`src/rtl/rowbuf_pkg.sv`:
```
package rowbuf_pkg;

  localparam logic [1:0] MODE_CONV   = 2'd0;
  localparam logic [1:0] MODE_DECONV = 2'd1;

  function automatic logic is_fc(input logic [1:0] m);
    return m[1];
  endfunction

  // Edge padding actually applied for a mode
  function automatic logic [2:0] eff_pad(input logic [1:0] m, input logic [2:0] p);
    return is_fc(m) ? 3'd0 : p;
  endfunction

  // Bytes in the sample body of one segment
  function automatic int body_len(input logic [1:0] m, input int len);
    return (m == MODE_DECONV) ? (2 * len - 1) : len;
  endfunction

  // Whether body position pos carries a sample (else an inserted zero)
  function automatic logic is_sample(input logic [1:0] m, input int pos);
    return (m != MODE_DECONV) || ((pos % 2) == 0);
  endfunction

  // Sample index within the segment for body position pos
  function automatic int sample_idx(input logic [1:0] m, input int pos);
    return (m == MODE_DECONV) ? (pos / 2) : pos;
  endfunction

endpackage

```
`src/rtl/rowbuf_ram.sv`:
```
module rowbuf_ram #(
  parameter int AW = 6
) (
  input  logic          clk,
  input  logic          we,
  input  logic [AW:0]   waddr,
  input  logic [7:0]    wdata,
  input  logic          re,
  input  logic [AW:0]   raddr,
  output logic [7:0]    rdata
);
  localparam int ENTRIES = 2 * (1 << AW);

  logic [7:0] mem [ENTRIES];

  always_ff @(posedge clk) begin
    if (we) mem[waddr] <= wdata;
    if (re) rdata <= mem[raddr];
  end
endmodule

```
`src/rtl/rowbuf_pack.sv`:
```
module rowbuf_pack (
  input  logic        clk,
  input  logic        rst_n,
  input  logic        in_vld,
  input  logic [7:0]  in_byte,
  input  logic        in_last,
  output logic [31:0] word,
  output logic        word_vld,
  output logic        word_last
);
  logic [1:0]  lane;
  logic [23:0] acc;

  always_ff @(posedge clk or negedge rst_n) begin
    if (!rst_n) begin
      lane      <= 2'd0;
      acc       <= '0;
      word      <= '0;
      word_vld  <= 1'b0;
      word_last <= 1'b0;
    end else begin
      word_vld  <= 1'b0;
      word_last <= 1'b0;
      if (in_vld) begin
        if (lane == 2'd3) begin
          word      <= {in_byte, acc};
          word_vld  <= 1'b1;
          word_last <= in_last;
          lane      <= 2'd0;
        end else begin
          acc[lane*8 +: 8] <= in_byte;
          lane             <= in_last ? 2'd0 : lane + 2'd1;
        end
      end
    end
  end
endmodule

```
`src/rtl/rowbuf_seq.sv`:
```
module rowbuf_seq
  import rowbuf_pkg::*;
#(
  parameter int LEN_W = 6,
  parameter int AW    = 6,
  parameter int SEG_W = 2
) (
  input  logic             clk,
  input  logic             rst_n,
  input  logic             start,
  input  logic [1:0]       cfg_mode,
  input  logic [2:0]       cfg_pad,
  input  logic [LEN_W-1:0] cfg_len,
  input  logic [SEG_W-1:0] cfg_segs,
  input  logic             rd_bank,
  output logic             busy,
  output logic             emit,
  output logic             emit_zero,
  output logic             emit_last,
  output logic [AW:0]      rd_addr,
  output logic             ev_pad,
  output logic             ev_fill,
  output logic [1:0]       phase_o,
  output logic [1:0]       run_mode_o
);
  localparam int CNTW = LEN_W + 1;

  typedef enum logic [2:0] {S_IDLE, S_LEAD, S_BODY, S_TAIL, S_FILL} st_e;

  st_e              st, after_seg;
  logic [CNTW-1:0]  cnt, blen_m1, pad_m1;
  logic [SEG_W-1:0] seg, m_segs;
  logic [AW-1:0]    base, idx;
  logic [1:0]       phase, phase_nx, m_mode;
  logic [2:0]       m_pad, start_pad;
  logic [LEN_W-1:0] m_len;
  logic             m_bank, seg_end, last_seg, smp;

  always_comb begin
    blen_m1   = CNTW'(body_len(m_mode, int'(m_len)) - 1);
    pad_m1    = CNTW'(m_pad) - CNTW'(1);
    smp       = (st == S_BODY) && is_sample(m_mode, int'(cnt));
    idx       = AW'(sample_idx(m_mode, int'(cnt)));
    rd_addr   = {m_bank, base + idx};
    phase_nx  = phase + 2'd1;
    emit      = (st != S_IDLE);
    emit_zero = emit && !smp;
    seg_end   = ((st == S_BODY) && (cnt == blen_m1) && (m_pad == 3'd0)) ||
                ((st == S_TAIL) && (cnt == pad_m1));
    last_seg  = (seg == m_segs - SEG_W'(1));
    emit_last = (seg_end && last_seg && (phase_nx == 2'd0)) ||
                ((st == S_FILL) && (phase_nx == 2'd0));
    if (last_seg)
      after_seg = (phase_nx == 2'd0) ? S_IDLE : S_FILL;
    else
      after_seg = (m_pad != 3'd0) ? S_LEAD : S_BODY;
    start_pad  = eff_pad(cfg_mode, cfg_pad);
    busy       = emit;
    ev_pad     = (st == S_LEAD) || (st == S_TAIL);
    ev_fill    = (st == S_FILL);
    phase_o    = phase;
    run_mode_o = m_mode;
  end

  always_ff @(posedge clk or negedge rst_n) begin
    if (!rst_n) begin
      st     <= S_IDLE;
      cnt    <= '0;
      seg    <= '0;
      base   <= '0;
      phase  <= 2'd0;
      m_mode <= MODE_CONV;
      m_pad  <= 3'd0;
      m_len  <= '0;
      m_segs <= SEG_W'(1);
      m_bank <= 1'b0;
    end else begin
      if (emit) phase <= phase_nx;
      case (st)
        S_IDLE: if (start) begin
          m_mode <= cfg_mode;
          m_pad  <= start_pad;
          m_len  <= (cfg_len == '0) ? LEN_W'(1) : cfg_len;
          m_segs <= (cfg_segs == '0) ? SEG_W'(1) : cfg_segs;
          m_bank <= rd_bank;
          seg    <= '0;
          base   <= '0;
          cnt    <= '0;
          phase  <= 2'd0;
          st     <= (start_pad != 3'd0) ? S_LEAD : S_BODY;
        end
        S_LEAD: begin
          if (cnt == pad_m1) begin
            cnt <= '0;
            st  <= S_BODY;
          end else cnt <= cnt + CNTW'(1);
        end
        S_BODY, S_TAIL: begin
          if (seg_end) begin
            cnt <= '0;
            st  <= after_seg;
            if (!last_seg) begin
              seg  <= seg + SEG_W'(1);
              base <= base + AW'(m_len);
            end
          end else if ((st == S_BODY) && (cnt == blen_m1)) begin
            cnt <= '0;
            st  <= S_TAIL;
          end else cnt <= cnt + CNTW'(1);
        end
        S_FILL: if (phase_nx == 2'd0) st <= S_IDLE;
        default: st <= S_IDLE;
      endcase
    end
  end
endmodule

```
`src/rtl/feature_row_buffer.sv`:
```
module feature_row_buffer
  import rowbuf_pkg::*;
#(
  parameter int ROWS    = 4,
  parameter int DEPTH   = 64,
  parameter int LEN_W   = 6,
  parameter int SEG_MAX = 2
) (
  input  logic                  clk,
  input  logic                  rst_n,
  input  logic                  wr_en,
  input  logic [$clog2(ROWS)-1:0] wr_row,
  input  logic                  wr_bank,
  input  logic [$clog2(DEPTH)-1:0] wr_addr,
  input  logic [7:0]            wr_data,
  input  logic [1:0]            cfg_mode,
  input  logic [2:0]            cfg_pad,
  input  logic [LEN_W-1:0]      cfg_len,
  input  logic [$clog2(SEG_MAX+1)-1:0] cfg_segs,
  input  logic                  rd_bank,
  input  logic                  start,
  output logic                  busy,
  output logic [ROWS*32-1:0]    row_data,
  output logic [ROWS-1:0]       row_valid,
  output logic                  done
);
  localparam int AW    = $clog2(DEPTH);
  localparam int RW    = $clog2(ROWS);
  localparam int SEG_W = $clog2(SEG_MAX + 1);

  logic          emit, emit_zero, emit_last;
  logic [AW:0]   rd_addr;
  logic          ev_pad, ev_fill;
  logic [1:0]    seq_phase, run_mode;
  logic          b_vld, b_zero, b_last;
  logic [ROWS-1:0] w_last;

  rowbuf_seq #(.LEN_W(LEN_W), .AW(AW), .SEG_W(SEG_W)) u_seq (
    .clk(clk), .rst_n(rst_n), .start(start),
    .cfg_mode(cfg_mode), .cfg_pad(cfg_pad), .cfg_len(cfg_len),
    .cfg_segs(cfg_segs), .rd_bank(rd_bank),
    .busy(busy), .emit(emit), .emit_zero(emit_zero), .emit_last(emit_last),
    .rd_addr(rd_addr), .ev_pad(ev_pad), .ev_fill(ev_fill),
    .phase_o(seq_phase), .run_mode_o(run_mode)
  );

  // Byte stage flags aligned with the RAM read data
  always_ff @(posedge clk or negedge rst_n) begin
    if (!rst_n) begin
      b_vld  <= 1'b0;
      b_zero <= 1'b0;
      b_last <= 1'b0;
    end else begin
      b_vld  <= emit;
      b_zero <= emit_zero;
      b_last <= emit_last;
    end
  end

  for (genvar r = 0; r < ROWS; r++) begin : g_row
    logic [7:0]  q, byte_v;
    logic [31:0] word;
    logic        vld;

    rowbuf_ram #(.AW(AW)) u_ram (
      .clk(clk),
      .we(wr_en && (wr_row == RW'(r))),
      .waddr({wr_bank, wr_addr}),
      .wdata(wr_data),
      .re(emit),
      .raddr(rd_addr),
      .rdata(q)
    );

    assign byte_v = b_zero ? 8'h00 : q;

    rowbuf_pack u_pack (
      .clk(clk), .rst_n(rst_n),
      .in_vld(b_vld), .in_byte(byte_v), .in_last(b_last),
      .word(word), .word_vld(vld), .word_last(w_last[r])
    );

    assign row_data[r*32 +: 32] = word;
    assign row_valid[r]         = vld;
  end

  assign done = &(row_valid & w_last);

endmodule

```
`config.mk`:
```
export PLATFORM = sky130hd
export DESIGN_NAME = feature_row_buffer
export DESIGN_NICKNAME = d
export VERILOG_FILES = /design/src/rtl/rowbuf_pkg.sv /design/src/rtl/rowbuf_ram.sv /design/src/rtl/rowbuf_pack.sv /design/src/rtl/rowbuf_seq.sv /design/src/rtl/feature_row_buffer.sv
export SDC_FILE = /design/constraint.sdc
export NUM_CORES = 2
export LEC_CHECK = 0
export BUFFER_PORTS_ARGS = -buffer_cell sky130_fd_sc_hd__buf_2
export CAP_MARGIN = 20
export CORE_ASPECT_RATIO = 2
export CORE_MARGIN = 2
export CORE_UTILIZATION = 55
export CTS_CLUSTER_DIAMETER = 50
export DETAILED_ROUTE_END_ITERATION = 16
export PLACE_DENSITY = 0.73
export SYNTH_ARGS = -nofsm -noshare
export SYNTH_HDL_FRONTEND = slang
export SYNTH_SLANG_ARGS = --single-unit
```
`constraint.sdc`:
```
create_clock -name clk -period 5.3 [get_ports clk]
set_clock_uncertainty 0.15 [all_clocks]
set_input_delay 0.265 -clock clk [delete_from_list [all_inputs] [get_ports clk]]
set_output_delay 0.265 -clock clk [all_outputs]
set_load 0.005 [all_outputs]
```
==> flow_summary.toml <==
[place]
place_hpwl_um = 300000
routabilityCongestion = 0.916
portBuffers = 168

[critical_path]
path_buf_inv = 5
crit_chain = "nor2b_1 -> buf_4 -> nand2_1 -> nand2_1 -> inv_1 -> fa_4 -> buf_12 -> buf_12 -> buf_12 -> mux4_2 -> mux4_2 -> mux2_2 -> mux4_2"
cpMaxStageDelayCell = "fa_4"
crit_family = "multiplexers"
end_kind = "flip-flop"
worstPathRequired_ns = 5.82
worst_ep_arrival_time_ns = 5.57
slowest_delay_ns = 0.86
start_kind = "flip-flop"
criticalPathCategory = "flip-flop to flip-flop"
cp_max_fo = 35

[clock_network]
cts-htree-levels = 5
cts_resized = 0
cts_hold_buf = 37
clk_pin_slew_ns = 0.07
clock_sinks = 4405
clockRootBuffer = "clkbuf_16"
clk-insertion-delay-late_ns = 0.94
cts_tree = "built"
post_cts.repair.setup_buffers = 0
cts_buffer_depth = 4
numCtsBuffers = 354

[floorplanning]
start_util_pct = 55.2
core_area_mm2 = 0.310
chipWidth_um = 398
rows = 289
ios = 169
dieArea_mm2 = 0.315
die_y_um = 792

[grt]
antenna_found_initial = 21
grt_pass1_vias = 83878
grt_pass1_wl_um = 620000
grtUsageTotal_pct = 28.1
grt_max_degree = 211
grt_overflow_total = 0

[synthesis]
yosysWarnings = 0
ys_ff_latch = 4405
synth_top_area_cell = "edfxtp_1"
synthFlopType = "edfxtp_1"
async_flop_share_pct = 6.29
synth_cells = 7641
yosysTopAreaCellShare_pct = 72.5
syn_avg_cell_area_um2 = 22.4
ys_seq_area_share_pct = 76.6
syn_nets = 7714
synth.top_cells.by_area = "edfxtp_1 (73%), mux4_2 (17%), dfrtp_1 (4.0%), mux2_2 (1.5%), nor2_1 (1.2%)"
syn-cell-area_mm2 = 0.171
synth_edf_count = 4128
netlist-cell-type-count = 68

[sta]
fin_tns_setup_ns = 0
finalSetupViolCount = 0
slew_headroom_pct = 16.8
tightest_slew_ns = 1.25
max_freq_mhz = 198
slew_viol_final = 0
rsz0062_at_grt = "false"
hold_violations = 0
fin_crit_sh_pct = 95.4
fin_crit_ns = 5.06

[drt]
vias = 79866
wl_met1_um = 130000
first_pass_iters = 8
wl_um = 441000
wl_met3_um = 25700
drc = 0
routed.top_layer = "met5"
ant_nets = 0
wl_per_cell_um = 35.5
viasPerCell = 6.44
met2_length_um = 239000
dr.first_iter.drc_count = 9252

[power]
power_density_mw_per_mm2 = 346
p_leak_nw = 59.7
peakVddDrop_v = 0.000291
p_total_w = 0.0659

[final_layout]
layout_commonest_cell = "edfxtp_1"
area_delta_synth_final_pct = 11.5
nets = 8103
final_cell_mix = "edfxtp_1 (4128), mux4_2 (1312), nor2_1 (550)"
drive_above_1_share_pct = 30.3

[flow_run]
cap_violations = 0

[hold_path]
hold_class = "primary input to flip-flop"

[outcome]
status = "finished clean"
-- layer usage --
metal,up-vias,GRT usage (%)
met5,-,0
met4,10,23.9
met1,42321,28.3
met2,3817,50.8
met3,1210,3.97
li1,32508,-
-- stage by stage --
stage               utilization [%]  area, um2  hold WS, ns  setup slack (ns)  std cells
finish                         61.5     190000       0.0808             0.245      12401
global route                   61.5     190000       0.0795             0.246      12390
CTS                            61.5     190000       0.0239             0.311      12379
detailed placement             57.6     178000        0.216             0.295      11705
global placement               57.5     178000        0.199             0.248      11679
floorplan                         -     171000       -0.181             0.445       7641
-- power breakdown --
part	total, W	switching (W)	internal, W
logic	0.000830	0.000727	0.000103
registers	0.0380	0.0000117	0.0380
clock network	0.0270	0.0122	0.0148
-- registers in the layout, indices dropped and copies added (netlist names), 4 cells and up --
register and flops:
g_row.u_pack.acc 96, g_row.u_pack.word_last 4, g_row.u_ram.mem 4096, g_row.u_pack.lane 8, g_row.u_pack.word_vld 4, g_row.u_pack.word 128, g_row.u_ram.rdata 32, u_seq.base 6
u_seq.m_len 6, u_seq.cnt 7
-- path summary, 6_finish.rpt --
kind,depth (start not counted),startpoint,slack [ns],to
worst max-delay path,13,u_seq.run_mode_o[0]$_DFFE_PN0P_,0.24,g_row[0].u_ram.rdata[7]$_DFFE_PN_
worst min-delay path,4,start,0.08,u_seq.phase_o[1]$_DFF_PN0_
worst max register to register,13,u_seq.run_mode_o[0]$_DFFE_PN0P_,0.24,g_row[0].u_ram.rdata[7]$_DFFE_PN_
worst min register to register,2,g_row[3].u_pack.acc[21]$_DFFE_PN0P_,0.34,g_row[3].u_pack.acc[21]$_DFFE_PN0P_
max in group asynchronous,4,rst_n,3.83,g_row[0].u_pack.word[6]$_DFFE_PN0P_
min in group asynchronous,3,rst_n,0.36,u_seq.m_segs[0]$_DFFE_PN1P_
-- logic make-up (layout without fill, tap and decap cells) --
| group | Yosys count | count (layout) | share of synthesized area [%] |
|---|---|---|---|
| other cells | 0 | 16 | 0 |
| compound gates | 205 | 205 | 0.799 |
| mux | 1553 | 1553 | 18.9 |
| flops | 4405 | 4405 | 76.6 |
| simple gates | 966 | 966 | 2.28 |
| buf+inv | 452 | 1122 | 1.06 |
| fa+ha+maj | 38 | 38 | 0.287 |
| xor+xnor | 22 | 22 | 0.113 |
-- cell usage after synthesis (8+ instances only) --
cell,count
mux2_1,8
o21ai_0,112
inv_1,28
dfrtp_1,276
edfxtp_1,4128
xor2_1,10
clkbuf_1,307
buf_2,41
mux4_2,1312
nor3_1,19
mux2_2,227
nand2b_1,11
a32o_1,32
ha_1,36
buf_1,64
nor2_1,551
xnor2_1,12
a21oi_1,17
nand2_1,318
-- cell type report --
cell class / instances / area [um2]
multi-input cells: 2784 / 38300
repair buffers: 455 / 4340
well taps: 4074 / 5100
inverters: 30 / 118
clock buffers: 424 / 9440
fillers: 20329 / 119000
diodes: 16 / 40.0
flip-flops and latches: 4405 / 131000
clock inverters: 213 / 2260
-- worst reg2reg max path: stages, from the launching register on --
cell and delay, ns:
dfrtp_1 0.43, nor2b_1 0.35, buf_4 0.25, nand2_1 0.08, nand2_1 0.10, inv_1 0.06
fa_4 0.86, buf_12 0.23, buf_12 0.32, buf_12 0.31, mux4_2 0.34, mux4_2 0.50
mux2_2 0.36, mux4_2 0.50
No activity file was read; power rests on OpenSTA's default activity.
